$ cat config.mk
export PLATFORM = sky130hd
export DESIGN_NAME = jdc_counter
export DESIGN_NICKNAME = d
export VERILOG_FILES = /design/src/rtl/jdc_pkg.sv /design/src/rtl/jdc_edge.sv /design/src/rtl/jdc_ring.sv /design/src/rtl/jdc_decode.sv /design/src/rtl/jdc_counter.sv
export SDC_FILE = /design/constraint.sdc
export NUM_CORES = 1
export LEC_CHECK = 0
export ABC_CLOCK_PERIOD_IN_PS = 2350
export BUFFER_PORTS_ARGS = -buffer_cell sky130_fd_sc_hd__clkbuf_2
export CAP_MARGIN = 40
export CELL_PAD_IN_SITES_DETAIL_PLACEMENT = 1
export CELL_PAD_IN_SITES_GLOBAL_PLACEMENT = 1
export CORE_MARGIN = 10
export CORE_UTILIZATION = 37
export CTS_CLUSTER_DIAMETER = 120
export DETAILED_ROUTE_END_ITERATION = 8
export MAX_ROUTING_LAYER = met4
export PLACE_DENSITY = 0.77
export SLEW_MARGIN = 20
export SYNTH_ARGS = -nofsm -noshare
export SYNTH_HDL_FRONTEND = slang
export SYNTH_HIERARCHICAL = 1
export SYNTH_SLANG_ARGS = --single-unit
$ cat constraint.sdc
create_clock -name clk -period 2.35 [get_ports clk]
set_clock_uncertainty 0.1 [all_clocks]
set_input_delay 0.3525 -clock clk [delete_from_list [all_inputs] [get_ports clk]]
set_output_delay 0.3525 -clock clk [all_outputs]
set_load 0.005 [all_outputs]
$ cat src/rtl/jdc_pkg.sv
package jdc_pkg;
  localparam int JDC_STAGES = 5;
  localparam int JDC_STATES = 2 * JDC_STAGES;

  typedef logic [JDC_STAGES-1:0] jdc_ring_t;
  typedef logic [JDC_STATES-1:0] jdc_dec_t;

  // Twisted-ring shift with a repair term on stage 2: an isolated one
  // sitting in stage 1 is not passed on, which breaks every illegal loop.
  function automatic jdc_ring_t jdc_step(jdc_ring_t s);
    jdc_ring_t n;
    n    = {s[JDC_STAGES-2:0], ~s[JDC_STAGES-1]};
    n[2] = s[1] & (s[0] | s[2]);
    return n;
  endfunction

  // Each state is recognised from one pair of neighbouring stages.
  function automatic jdc_dec_t jdc_decode(jdc_ring_t s);
    jdc_dec_t d;
    d[0]          = ~s[0] & ~s[JDC_STAGES-1];
    d[JDC_STAGES] =  s[0] &  s[JDC_STAGES-1];
    for (int k = 1; k < JDC_STAGES; k++) begin
      d[k]              =  s[k-1] & ~s[k];
      d[k + JDC_STAGES] = ~s[k-1] &  s[k];
    end
    return d;
  endfunction

  // Legal patterns change value at most once walking from stage 0 upward.
  function automatic logic jdc_legal(jdc_ring_t s);
    int t;
    t = 0;
    for (int i = 1; i < JDC_STAGES; i++) begin
      if (s[i] != s[i-1]) t++;
    end
    return (t <= 1);
  endfunction
endpackage

$ cat src/rtl/jdc_edge.sv
module jdc_edge #(
  parameter int SYNC_STAGES = 2
) (
  input  logic clk,
  input  logic rst,
  input  logic up_i,
  input  logic dn_n_i,
  output logic adv_o
);
  localparam int ARM_LIMIT = SYNC_STAGES + 1;
  localparam int ARM_W     = $clog2(ARM_LIMIT + 1);

  logic [SYNC_STAGES-1:0] up_sync, dn_sync;
  logic                   up_prev, dn_prev;
  logic [ARM_W-1:0]       arm_cnt;
  logic                   armed;
  logic                   up_lvl, dn_lvl, up_rise, dn_fall;

  always_ff @(posedge clk or posedge rst) begin
    if (rst) begin
      up_sync <= '0;
      dn_sync <= '1;
      up_prev <= 1'b0;
      dn_prev <= 1'b1;
      arm_cnt <= '0;
    end else begin
      up_sync <= {up_sync[SYNC_STAGES-2:0], up_i};
      dn_sync <= {dn_sync[SYNC_STAGES-2:0], dn_n_i};
      up_prev <= up_lvl;
      dn_prev <= dn_lvl;
      if (!armed) arm_cnt <= arm_cnt + 1'b1;
    end
  end

  assign armed   = (arm_cnt == ARM_W'(ARM_LIMIT));
  assign up_lvl  = up_sync[SYNC_STAGES-1];
  assign dn_lvl  = dn_sync[SYNC_STAGES-1];
  assign up_rise = up_lvl & ~up_prev;
  assign dn_fall = ~dn_lvl & dn_prev;
  assign adv_o   = armed & ((up_rise & ~dn_lvl) | (dn_fall & up_lvl));

  AST_GATED_OFF: assert property (@(posedge clk) disable iff (rst)
    (!up_lvl && dn_lvl) |-> !adv_o);
  AST_SINGLE_ADV: assert property (@(posedge clk) disable iff (rst)
    adv_o |=> !adv_o);
endmodule

$ cat src/rtl/jdc_ring.sv
module jdc_ring
  import jdc_pkg::*;
(
  input  logic      clk,
  input  logic      rst,
  input  logic      adv_i,
  input  logic      ld_en_i,
  input  jdc_ring_t ld_pat_i,
  output jdc_ring_t ring_o
);
  jdc_ring_t ring_q, ring_nxt;
  logic      ring_legal;

  assign ring_nxt   = jdc_step(ring_q);
  assign ring_legal = jdc_legal(ring_q);

  always_ff @(posedge clk or posedge rst) begin
    if (rst)          ring_q <= '0;
    else if (ld_en_i) ring_q <= ld_pat_i;
    else if (adv_i)   ring_q <= ring_nxt;
  end

  assign ring_o = ring_q;

  AST_LOAD_WINS: assert property (@(posedge clk) disable iff (rst)
    ld_en_i |=> ring_q == $past(ld_pat_i));
  AST_HOLD_IDLE: assert property (@(posedge clk) disable iff (rst)
    (!adv_i && !ld_en_i) |=> $stable(ring_q));
  AST_LEGAL_CLOSED: assert property (@(posedge clk) disable iff (rst)
    (ring_legal && adv_i && !ld_en_i) |=> ring_legal);
endmodule

$ cat src/rtl/jdc_decode.sv
module jdc_decode
  import jdc_pkg::*;
(
  input  jdc_ring_t ring_i,
  output jdc_dec_t  dec_o,
  output logic      carry_n_o
);
  assign dec_o     = jdc_decode(ring_i);
  assign carry_n_o = ~ring_i[JDC_STAGES-1];
endmodule

$ cat src/rtl/jdc_counter.sv
module jdc_counter
  import jdc_pkg::*;
#(
  parameter int SYNC_STAGES = 2
) (
  input  logic                  clk,
  input  logic                  rst,
  input  logic                  cnt_up_i,
  input  logic                  cnt_dn_n_i,
  input  logic                  ld_en_i,
  input  logic [JDC_STAGES-1:0] ld_pat_i,
  output logic [JDC_STATES-1:0] dec_o,
  output logic                  carry_n_o
);
  logic      adv;
  jdc_ring_t ring;
  logic      ring_legal;

  jdc_edge #(.SYNC_STAGES(SYNC_STAGES)) u_edge (
    .clk    (clk),
    .rst    (rst),
    .up_i   (cnt_up_i),
    .dn_n_i (cnt_dn_n_i),
    .adv_o  (adv)
  );

  jdc_ring u_ring (
    .clk      (clk),
    .rst      (rst),
    .adv_i    (adv),
    .ld_en_i  (ld_en_i),
    .ld_pat_i (ld_pat_i),
    .ring_o   (ring)
  );

  jdc_decode u_dec (
    .ring_i    (ring),
    .dec_o     (dec_o),
    .carry_n_o (carry_n_o)
  );

  assign ring_legal = jdc_legal(ring);

  AST_RESET_STATE: assert property (@(posedge clk)
    rst |-> (dec_o == JDC_STATES'(1) && carry_n_o));
  AST_DEC_ONEHOT: assert property (@(posedge clk) disable iff (rst)
    ring_legal |-> $onehot(dec_o));
  AST_CARRY_HALF: assert property (@(posedge clk) disable iff (rst)
    ring_legal |-> (carry_n_o == (dec_o[JDC_STATES-1:JDC_STAGES] == '0)));
endmodule

### After elaboration in Yosys (flattened, before gate mapping)

Index checks and enable logic that the tools add are counted.

| storage, ports and cells | value |
|---|---|
| RAM bits | 0 |
| bits of input ports | 10 |
| latch bits | 0 |
| bits in registers | 13 |
| ROM bits | 0 |
| output and inout port bits | 11 |
| word-level logic and storage cells | 36 |
| memories kept | 0 |

| operators by class | value |
|---|---|
| reductions and logical operators | 1 |
| divide/modulo/power cells | 0 |
| magnitude comparators | 0 |
| shifts and indexed selects | 0 |
| $mul | 0 |
| bitwise operators | 25 |
| add/subtract/negate cells | 1 |
| equality and inequality tests | 1 |
| muxes and demuxes | 2 |

Operators by type and width:

| cell | number |
|---|---|
| bitwise AND 1 bit | 16 |
| two-way mux 5 bit | 2 |
| inverter 1 bit | 7 |
| adder 2 x 1 -> 2 bit (second input constant) | 1 |
| equality test 2 bit (second input constant) | 1 |
| OR 1 bit | 2 |
| nonzero test 2 bit | 1 |

### Depth between registers and ports, before layout

Gate-level depths: netlist of run 1.

| logic depth | value |
|---|---|
| depth after elaboration | 7 |
| mapped depth | 6 |
| mapped depth without buffers | 5 |

### Cells and area by module

The synthesis of run 1 kept the hierarchy.

Modules (own cells, without submodules):

| module | times used | cells each | area an instance (µm²) |
|---|---|---|---|
| jdc_edge | 1 | 15 | 259.0 |
| jdc_ring | 1 | 25 | 257.7 |
| jdc_decode | 1 | 11 | 68.8 |

### Worst setup path after synthesis of run 1

No wires, ideal clock.

| timing | value |
|---|---|
| kind | register to register |
| from | register u_edge.arm_cnt[0] |
| to | register u_ring.ring_q[0] (netlist: u_ring/ring_o[0]) |
| data arrival time | 1212 ps |
| slack | 914 ps |
| period minus slack after synthesis | 1436 ps |
| required time | 2126 ps |
| path buffers | 1 |
| cell stages (with the launch flop) | 7 |
| cell sequence | dfrtp_1 ha_1 nand2_1 nor3_1 buf_6 nor2b_4 o31a_1 |

| between the ends | value |
|---|---|
| longest elaborated chain between the ends | 3 |

RTL lines:

| item | line | text |
|---|---|---|
| start, declared | jdc_edge.sv:15 | `logic [ARM_W-1:0] arm_cnt;` |
| start signal, assigned | jdc_edge.sv:31 | `if (!armed) arm_cnt <= arm_cnt + 1'b1;` |
| equality test 2 bit | jdc_edge.sv:35 | `assign armed = (arm_cnt == ARM_W'(ARM_LIMIT));` |
| bitwise AND 1 bit | jdc_edge.sv:40 | `assign adv_o = armed & ((up_rise & ~dn_lvl) \| (dn_fall & up_lvl));` |
| named net adv | jdc_counter.sv:15 | `logic adv;` |
| nonzero test 2 bit (no source line) | -- |  |
| end signal, assigned | jdc_ring.sv:19 | `else if (ld_en_i) ring_q <= ld_pat_i;` |
| end signal, assigned | jdc_ring.sv:20 | `else if (adv_i) ring_q <= ring_nxt;` |
| end, declared | jdc_ring.sv:11 | `jdc_ring_t ring_q, ring_nxt;` |

The timed path passes the listed nets, and every way through them passes these cells.
A chain may end at the register's enable or synchronous reset.

### Final worst setup path of run 1

Same ends and word-level chain as after synthesis.

==> metrics.txt, run 1 <==
hold_sp=cnt_dn_n_i; Hold Path Stages=1; DRT Pass-1 Iters=1; Max Slew Vio Count=0; First DRT Iteration DRCs=0; Fin Setup TNS=0 ps; flop2flop setup slack=780 ps; Synth area leader=dfrtp_1; clock power share=0.289; final wirelength=1350 um; number of global-route vias before repair=474; Synth Flop Type=dfrtp_1; gr ovfl total=0; Core ar.=0.00151 mm2; Placed Area=698 um2; Finished Cell Area=736 um2; Logic pwr share=0.161; Vias=441; synthesized area=586 um2; fin crit period=1570 ps; Worst R2R Path Depth=6; post-route antenna net violation count=0; share of layout cells above drive strength 1=0.427; Clock Latency Late Sink=270 ps; # diodes=0; crit end category=register; Post-route DRC=0; Post-Syn Nets=62; worst path required time=2410 ps; Worst Path Arrival=1640 ps; CP Max Fanout=7; CTS clk-pin slew, worst paths=80 ps; sequential share of power=0.550; r2r startpoint=u_edge/arm_cnt[0]$_DFFE_PP0P_; largest net degree at the start of global routing=11; Finish-stage setup viols=0; largest cells by area after synthesis=dfrtp_1 43%, dfstp_2 13%, nor2b_1 9.6%, mux2i_1 5.1%, nand2_1 3.2%; die width=59.8 um; Min-Delay Endpoint=u_edge/dn_sync[0]$_DFF_PP1_; Yosys warning total=6; synth cell count leaders=10 x dfrtp_1, 9 x nor2b_1, 5 x nand2_1; Num CTS Buffers=3; Syn Area/Cell=11.5 um2; Worst Tran Pin Value=292 ps; Cell variety after synth=21; Hold WC Path Type=in2reg; slew margin rel.=0.805; delay of the slowest cell on the worst path=420 ps; Setup crit start kind=register; # fillers=184; Mapped Cells=51; starting density of the core=0.389; # H-tree levels=1; total power=0.468 mW; P_sw=0.124 mW; Highest Clock Rate=635 MHz; CTS sink count=13; Switching Fraction=0.264; Synth top area share=0.427; clk buf depth=2; critical path class=reg2reg; CP top delay family=flip-flops; status=finished, final reports clean; Reg-to-Reg End=u_ring/ring_o[0]$_DFFE_PP0P_; Final Hold Vio Count=0; gr usage total=0.0842; critical path's slowest cell=dfrtp_1; Final HPWL DP=1080 um; Peak VDD IR=0.000362 V; Max-Cap Viols=0; Final period util=0.670; DR WL/cell=14.8 um; post-CTS setup buffers=0; Die Y=59.8 um; I/O pin count=21; Layout Nets=87; number of synthesized flops with an enable pin=0; area grow syn2layout=25.6%; Power Internal=0.345 mW; RSZ-0062 raised after global routing=no; port buffer count=20; asr flop ratio synth=1.00; die footprint=0.00357 mm2; row count=14; Root Driver=clkbuf_4; CTS tree=done; #FFs+latches synth=13; sequential share of the synthesized area=0.562; initial antenna violation count=0; RePlAce Congestion=0.663; Min Hold Slack=50.1 ps; CP bufs+invs=1; Static Leak=0.367 nW; DR vias/cell=4.85; most common cell in the netlist=dfrtp_1; CP cell instances=ha_1, nand2_1, nor3_1, buf_4, nor2b_4, o31a_1; first-pass GRT wire length=2190 um; PwrDens=637 mW/mm2
==> how the worst max path moves through the flow <==
stage | from | slack (ps) | cells after the start | end
detailed placement | u_edge/arm_cnt[0]$_DFFE_PP0P_ | 780 | 6 | u_ring/ring_o[0]$_DFFE_PP0P_
global route | u_edge/arm_cnt[0]$_DFFE_PP0P_ | 650 | 6 | u_ring/ring_o[2]$_DFFE_PP0P_
CTS | u_edge/arm_cnt[0]$_DFFE_PP0P_ | 770 | 6 | u_ring/ring_o[3]$_DFFE_PP0P_
floorplan | u_edge/arm_cnt[0]$_DFFE_PP0P_ | 910 | 6 | u_ring/ring_o[0]$_DFFE_PP0P_
global placement | u_edge/arm_cnt[0]$_DFFE_PP0P_ | 870 | 6 | u_ring/ring_o[0]$_DFFE_PP0P_
finish | u_edge/arm_cnt[0]$_DFFE_PP0P_ | 780 | 6 | u_ring/ring_o[0]$_DFFE_PP0P_
==> layer usage <==
layer | global-route usage | wire length (um) | part of all wire
met1 | 0.0896 | 558 | 0.41
met2 | 0.124 | 636 | 0.47
met3 | 0.0360 | 143 | 0.11
met4 | 0.0577 | 8 | 0.0059
met5 | - | 0 | 0
==> power groups by stage <==
stage | clock (mW) | sequential, mW | combinational (mW)
2_1_floorplan | 0 | 0.256 | 0.0436
3_3_place_gp | 0 | 0.260 | 0.0733
3_5_place_dp | 0 | 0.262 | 0.0763
4_1_cts | 0.144 | 0.258 | 0.0780
5_1_grt | 0.153 | 0.261 | 0.0854
6_report | 0.135 | 0.258 | 0.0756
==> stage by stage <==
stage,instances,utilization,setup slack (ps)
final,91,0.488,776
after CTS,91,0.488,766
after global placement,86,0.463,865
after floorplan,51,-,914
after detailed placement,86,0.463,776
after global routing,91,0.488,651
==> cell families after synthesis <==
group,after synthesis,synth area share
adders and majority gates,1,0.0214
and+or+nand+nor,21,0.218
buffers and inverters,5,0.0449
xor gates and xnor gates,1,0.0150
AOI/OAI and AO/OA,6,0.0620
muxes,4,0.0769
DFF,13,0.562
==> state kept, by name (all words and copies together) (netlist names) <==
signal          cells
u_ring/ring_o       5
u_edge/dn_prev      1
u_edge/up_prev      1
u_edge/arm_cnt      2
u_edge/up_sync      2
u_edge/dn_sync      2
==> layout make-up <==
cell class / count / area (um2) / area share
Inverter: 3 / 11.3 / 0.0153
Sequential cell: 13 / 329 / 0.447
Timing Repair Buffer: 22 / 118 / 0.160
Tap cell: 16 / 20.0 / 0.0272
Clock inverter: 1 / 5.00 / 0.00680
Multi-Input combinational cell: 33 / 230 / 0.313
Clock buffer: 3 / 22.5 / 0.0306
==> cells in the final DEF (no fill, tap or decap) <==
cell type,instances
a21oi_1,1
and2_1,1
and2b_2,2
buf_4,1
clkbuf_2,20
clkbuf_4,3
clkinv_2,1
dfrtp_1,10
dfstp_2,3
dlygate4sd3_1,1
ha_1,1
inv_1,3
mux2_4,1
mux2i_1,3
nand2_1,5
nand2b_1,1
nor2_1,1
nor2b_1,9
nor2b_4,1
nor3_1,1
o21ai_1,3
o31a_1,1
o31ai_1,1
xnor2_1,1
==> repair_timing <==
item / in CTS / in global routing
hold buffers: 1 / 0
hold endpoints to repair: 10 / 0
gates resized for setup: 0 / 0
(Power assumes the default switching activity.)
==> run 2: changes to the inputs <==
ABC_AREA = 1   (was not set)
ABC_CLOCK_PERIOD_IN_PS = 1650   (was 2350)
CORE_UTILIZATION = 32   (was 37)
PLACE_DENSITY = 0.72   (was 0.77)
clock period = 1.65 ns   (was 2.35 ns; I/O delays follow)
==> run 2 against run 1 <==
  * Register-to-register slack worse by 530 ps
  * Final cell count up 33%
  * Sequential cell count unchanged
  * Largest power group unchanged
  * Highest routed layer unchanged
  * Worst setup slack worse by 530 ps
  * Total power up 43%
  * Count of clock-buffer cells in the layout up 1
==> metrics.txt, run 2 <==
Post-route DRC=0 (unchanged); die width=62.4 um (was 59.8 um); CP Max Fanout=5 (was 7); Hold WC Path Type=in2reg (unchanged); Worst Path Arrival=1520 ps (was 1640 ps); number of global-route vias before repair=564 (was 474); clk buf depth=2 (unchanged); slew margin rel.=0.811 (was 0.805); adder-cell share of the synthesized area=0.0218 (was 0.0214); Core ar.=0.00171 mm2 (was 0.00151 mm2); Vias=516 (was 441); Finished Cell Area=762 um2 (was 736 um2); post-route antenna net violation count=0 (unchanged); RSZ-0062 raised after global routing=no (unchanged); most common cell in the netlist=nand2_1 (was dfrtp_1); # H-tree levels=1 (unchanged); Hold Path Stages=3 (was 1); #FFs+latches synth=13 (unchanged); synthesized area=574 um2 (was 586 um2); Post-Syn Nets=80 (was 62); Layout Nets=108 (was 87); PwrDens=880 mW/mm2 (was 637 mW/mm2); RePlAce Congestion=0.739 (was 0.663); Die Y=62.4 um (was 59.8 um); compound-gate portion of the synthesized area=0.0240 (was 0.0620); starting density of the core=0.336 (was 0.389); area grow syn2layout=32.7% (was 25.6%); Synth area leader=dfrtp_1 (unchanged); DRT Pass-1 Iters=4 (was 1); Finish-stage setup viols=0 (unchanged); Max Slew Vio Count=0 (unchanged); Highest Clock Rate=711 MHz (was 635 MHz); largest net degree at the start of global routing=9 (was 11); row count=15 (was 14); Peak VDD IR=0.000470 V (was 0.000362 V); largest cells by area after synthesis=dfrtp_1 44%, dfstp_2 14%, nand2_1 11%, inv_1 9.2%, nor2_1 6.5% (was dfrtp_1 43%, dfstp_2 13%, nor2b_1 9.6%, mux2i_1 5.1%, nand2_1 3.2%); Clock Latency Late Sink=270 ps (about the same); Final HPWL DP=1080 um (about the same); XOR/XNOR Fraction of Synth Area=0.0153 (was 0.0150); CTS clk-pin slew, worst paths=80 ps (about the same); Syn Area/Cell=8.32 um2 (was 11.5 um2); Yosys warning total=6 (unchanged); number of synthesized flops with an enable pin=0 (unchanged); crit end category=register (unchanged); share of layout cells above drive strength 1=0.333 (was 0.427); die footprint=0.00389 mm2 (was 0.00357 mm2); Min Hold Slack=92.0 ps (was 50.1 ps); Synth top area share=0.436 (was 0.427); initial antenna violation count=0 (unchanged); final wirelength=1370 um (was 1350 um); most frequent cells in the layout=20 x clkbuf_2, 17 x nand2_1, 14 x inv_1 (was 20 x clkbuf_2, 10 x dfrtp_1, 9 x nor2b_1); DP Worst Slack=251 ps (was 776 ps); asr flop ratio synth=1.00 (unchanged); worst path required time=1760 ps (was 2410 ps); DR WL/cell=11.3 um (was 14.8 um); DR vias/cell=4.26 (was 4.85); critical path class=reg2reg (unchanged); fin crit period=1410 ps (was 1570 ps); status=finished, final reports clean (unchanged); main combinational cell family by area after synthesis=simple AND/OR/NAND/NOR gates (unchanged); CTS tree=done (unchanged); Num CTS Buffers=3 (unchanged); Worst Tran Pin Value=283 ps (was 292 ps); # diodes=0 (unchanged); Final period util=0.852 (was 0.670); First DRT Iteration DRCs=4 (was 0); Static Leak=0.426 nW (was 0.367 nW); Root Driver=clkbuf_4 (unchanged); gr ovfl total=0 (unchanged); synth cell count leaders=17 x nand2_1, 14 x inv_1, 10 x dfrtp_1, 10 x nor2_1, 6 x nand3_1 (was 10 x dfrtp_1, 9 x nor2b_1, 5 x nand2_1); Placed Area=706 um2 (was 698 um2); Max-Cap Viols=0 (unchanged); Worst R2R Path Depth=7 (was 6); Final WS setup=244 ps (was 776 ps); Cell variety after synth=12 (was 21); Final Hold Vio Count=0 (unchanged); post-CTS setup buffers=0 (unchanged); commonest non-fill, non-tap cell in the layout=clkbuf_2 (unchanged); sequential share of the synthesized area=0.573 (was 0.562); number of flip-flops in the largest register=5 (unchanged); Fin Setup TNS=0 ps (unchanged); gr usage total=0.0789 (was 0.0842); CTS sink count=13 (unchanged); Setup crit start kind=register (unchanged); mux contribution to synthesized area=0 (was 0.0769); I/O pin count=21 (unchanged); Synth Flop Type=dfrtp_1 (unchanged); Mapped Cells=69 (was 51); first-pass GRT wire length=2370 um (was 2190 um); Post-Synth Simple-Gate Area=0.261 (was 0.218); port buffer count=20 (unchanged)
==> run 2: where the power goes <==
group | internal [mW] | switching (mW)
clock network | 0.0936 | 0.0996
logic | 0.0511 | 0.0586
registers | 0.342 | 0.0259
==> run 2: repair_timing <==
| action | in CTS | in global routing |
|---|---|---|
| hold buffers | 3 | 0 |
| resized for setup | 0 | 0 |
| endpoints found under the hold margin | 12 | 0 |
==> run 2: layout make-up <==
class	count	area (um2)
Sequential cell	13	329
Tap cell	25	31.3
Timing Repair Buffer	23	130
Multi-Input combinational cell	40	185
Fill cell	212	946
Clock buffer	4	26.3
Inverter	16	60.1
==> run 2: per-stage QoR <==
step / power, mW / std cells / utilization
detailed placement: 0.482 / 114 / 0.413
floorplan: 0.421 / 69 / -
global placement: 0.477 / 114 / 0.413
global route: 0.716 / 121 / 0.446
CTS: 0.684 / 121 / 0.446
finish: 0.670 / 121 / 0.446
==> run 2: path summary, 6_finish.rpt <==
path / start / endpoint / slack (ps)
setup / recovery: u_edge/arm_cnt[0]$_DFFE_PP0P_ / u_ring/ring_o[2]$_DFFE_PP0P_ / 240
hold / removal: ld_pat_i[3] / u_ring/ring_o[3]$_DFFE_PP0P_ / 90
setup reg to reg: u_edge/arm_cnt[0]$_DFFE_PP0P_ / u_ring/ring_o[2]$_DFFE_PP0P_ / 240
hold reg to reg: u_edge/up_sync[0]$_DFF_PP0_ / u_edge/up_sync[1]$_DFF_PP0_ / 260
max in group asynchronous: rst / u_edge/dn_prev$_DFF_PP1_ / 840
min in group asynchronous: rst / u_ring/ring_o[0]$_DFFE_PP0P_ / 310
==> run 2: per-layer routing <==
layer  up-vias  GRT usage  wire, um
li1        258          -         -
met1       240     0.0796       629
met2        16      0.119       643
met3         2     0.0394        82
met4         0     0.0503        16
met5         -          -         0
==> run 2: kinds of logic (layout without fill, tap and decap cells) <==
group                    after synthesis  in the layout
AND/OR/NAND/NOR                       36             36
flip-flops                            13             13
adder cells (fa/ha/maj)                1              1
XOR/XNOR                               1              1
AO/OA/AOI/OAI                          2              2
buffers and inverters                 16             43
==> run 2: worst max-delay path, stage by stage (launching register included) <==
cell	delay, ps
dfrtp_1	370
ha_1	230
nand3_1	90
nor2_1	160
inv_1	70
nor2_2	160
nand3_1	90
nand2_1	80
==> run 3: changes to the inputs <==
ABC_CLOCK_PERIOD_IN_PS = 1500   (was 1650)
clock period = 1.5 ns   (was 1.65 ns; I/O delays follow)
==> run 3 against run 2 <==
  * Largest cell class unchanged
  * Largest power group unchanged
  * Combinational power up 11%
  * Critical endpoint unchanged
  * Worst hold slack worse by 23 ps
  * Highest routed layer unchanged
  * Non-clock buffer count unchanged
==> metrics.txt, run 3 (synthesis gave the netlist of run 2 again) <==
CP bufs+invs=1 (unchanged); Max-Cap Viols=0 (unchanged); gr ovfl total=0 (unchanged); die width=62.4 um (unchanged); RSZ-0062 raised after global routing=no (unchanged); most frequent cells in the layout=20 x clkbuf_2, 17 x nand2_1, 14 x inv_1 (unchanged); DR vias/cell=4.30 (was 4.26); row count=15 (unchanged); CTS tree=done (unchanged); first-pass GRT wire length=2370 um (unchanged); slew margin rel.=0.811 (about the same); critical path class=reg2reg (unchanged); share of layout cells above drive strength 1=0.344 (was 0.333); Post-route DRC=0 (unchanged); Hold WC Path Type=in2reg (unchanged); Worst Path Arrival=1470 ps (was 1520 ps); flop2flop setup slack=140 ps (was 240 ps); I/O pin count=21 (unchanged); # diodes=0 (unchanged); WL met3=70 um (was 82 um); DP Worst Slack=101 ps (was 251 ps); Final HPWL DP=1080 um (unchanged); register area=329 um2 (unchanged); Max Slew Vio Count=0 (unchanged); area grow syn2layout=34.0% (was 32.7%); # H-tree levels=1 (unchanged); Die Y=62.4 um (unchanged); met2 WL=665 um (was 643 um); CTS sink count=13 (unchanged); top layer used by detailed routing=met4 (unchanged); Final period util=0.908 (was 0.852); Finish-stage setup viols=0 (unchanged); commonest non-fill, non-tap cell in the layout=clkbuf_2 (unchanged); DRT Pass-1 Iters=4 (unchanged); Highest Clock Rate=734 MHz (was 711 MHz); Num CTS Buffers=3 (unchanged); initial antenna violation count=0 (unchanged); clk buf depth=2 (unchanged); Vias=520 (was 516); Final Non-Filler Cells=121 (unchanged); met1 WL=652 um (was 629 um); Peak VDD IR=0.000515 V (was 0.000470 V); dpl cells=114 (unchanged); Static Leak=0.425 nW (was 0.426 nW); die footprint=0.00389 mm2 (unchanged); gr usage total=0.0789 (unchanged); Final WS setup=138 ps (was 244 ps); critical path's slowest cell=dfrtp_1 (unchanged); CP most frequent cell=nand3_1 (unchanged); worst path required time=1610 ps (was 1760 ps); First DRT Iteration DRCs=3 (was 4); fin crit period=1360 ps (was 1410 ps); CP cell instances=ha_2, nand3_1, nor2_1, inv_1, nor2_4, nand3_1, nand2_1 (was ha_1, nand3_1, nor2_1, inv_1, nor2_2, nand3_1, nand2_1); CTS clk-pin slew, worst paths=80 ps (about the same); Final Hold Vio Count=0 (unchanged); CP Max Fanout=5 (unchanged); crit end category=register (unchanged); # fillers=214 (was 212); Clock Latency Late Sink=270 ps (about the same); status=finished, final reports clean (unchanged); DR WL/cell=11.6 um (was 11.3 um); RePlAce Congestion=0.739 (unchanged); post-route antenna net violation count=0 (unchanged); port buffer count=20 (unchanged); Multi-input gate area=193 um2 (was 185 um2); Fin Setup TNS=0 ps (unchanged); Layout Nets=108 (unchanged); CP top delay family=simple AND/OR/NAND/NOR gates (unchanged); Worst Tran Pin Value=283 ps (about the same); starting density of the core=0.336 (unchanged); largest net degree at the start of global routing=9 (unchanged); Core ar.=0.00171 mm2 (unchanged); PwrDens=961 mW/mm2 (was 880 mW/mm2); final wirelength=1400 um (was 1370 um); number of flip-flops in the largest register=5 (unchanged); total power=0.739 mW (was 0.670 mW); Setup crit start kind=register (unchanged); delay of the slowest cell on the worst path=380 ps (was 370 ps); Root Driver=clkbuf_4 (unchanged); number of global-route vias before repair=564 (unchanged)
-- run 3: final timing paths --
path,from,end,depth (start not counted)
max in group asynchronous,rst,u_edge/dn_prev$_DFF_PP1_,3
max,u_edge/arm_cnt[0]$_DFFE_PP0P_,u_ring/ring_o[2]$_DFFE_PP0P_,7
min,ld_pat_i[3],u_ring/ring_o[3]$_DFFE_PP0P_,3
min in group asynchronous,rst,u_ring/ring_o[0]$_DFFE_PP0P_,3
min reg2reg,u_edge/up_sync[0]$_DFF_PP0_,u_edge/up_sync[1]$_DFF_PP0_,0
max reg2reg,u_edge/arm_cnt[0]$_DFFE_PP0P_,u_ring/ring_o[2]$_DFFE_PP0P_,7
-- run 3: layout make-up --
class | instances | share of cell area
sequential | 13 | 0.428
tap | 25 | 0.0407
multi-input combinational | 40 | 0.250
timing repair buffer | 23 | 0.169
inverter | 16 | 0.0780
clock buffer | 4 | 0.0341
-- run 3: report_power, final --
part | switching, mW | internal, mW
clock network | 0.109 | 0.103
logic | 0.0659 | 0.0566
registers | 0.0292 | 0.376
-- run 3: through the flow --
stage	hold WS, ps	utilization	cell area (um2)
final	68.8	0.451	769
after global routing	60.6	0.451	769
after CTS	59.1	0.446	762
after detailed placement	36.4	0.413	706
after global placement	29.4	0.413	706
after floorplan	-96.5	-	574
-- run 3: worst register-to-register path, cell delays in order (launching register included) --
cell,delay (ps)
dfrtp_1,380
ha_2,220
nand3_1,80
nor2_1,160
inv_1,100
nor2_4,120
nand3_1,80
nand2_1,80
-- run 3: metal layers --
metal | vias to the layer above | global-route usage
li1 | 258 | -
met1 | 246 | 0.0796
met2 | 14 | 0.119
met3 | 2 | 0.0394
met4 | 0 | 0.0503
met5 | - | -
-- run 3: what timing repair did --
item                                   in CTS  in global routing
gates resized for setup                     0                  2
hold buffers                                3                  0
buffers inserted                            0                  0
setup endpoints to repair                   0                  5
endpoints found under the hold margin      12                  0
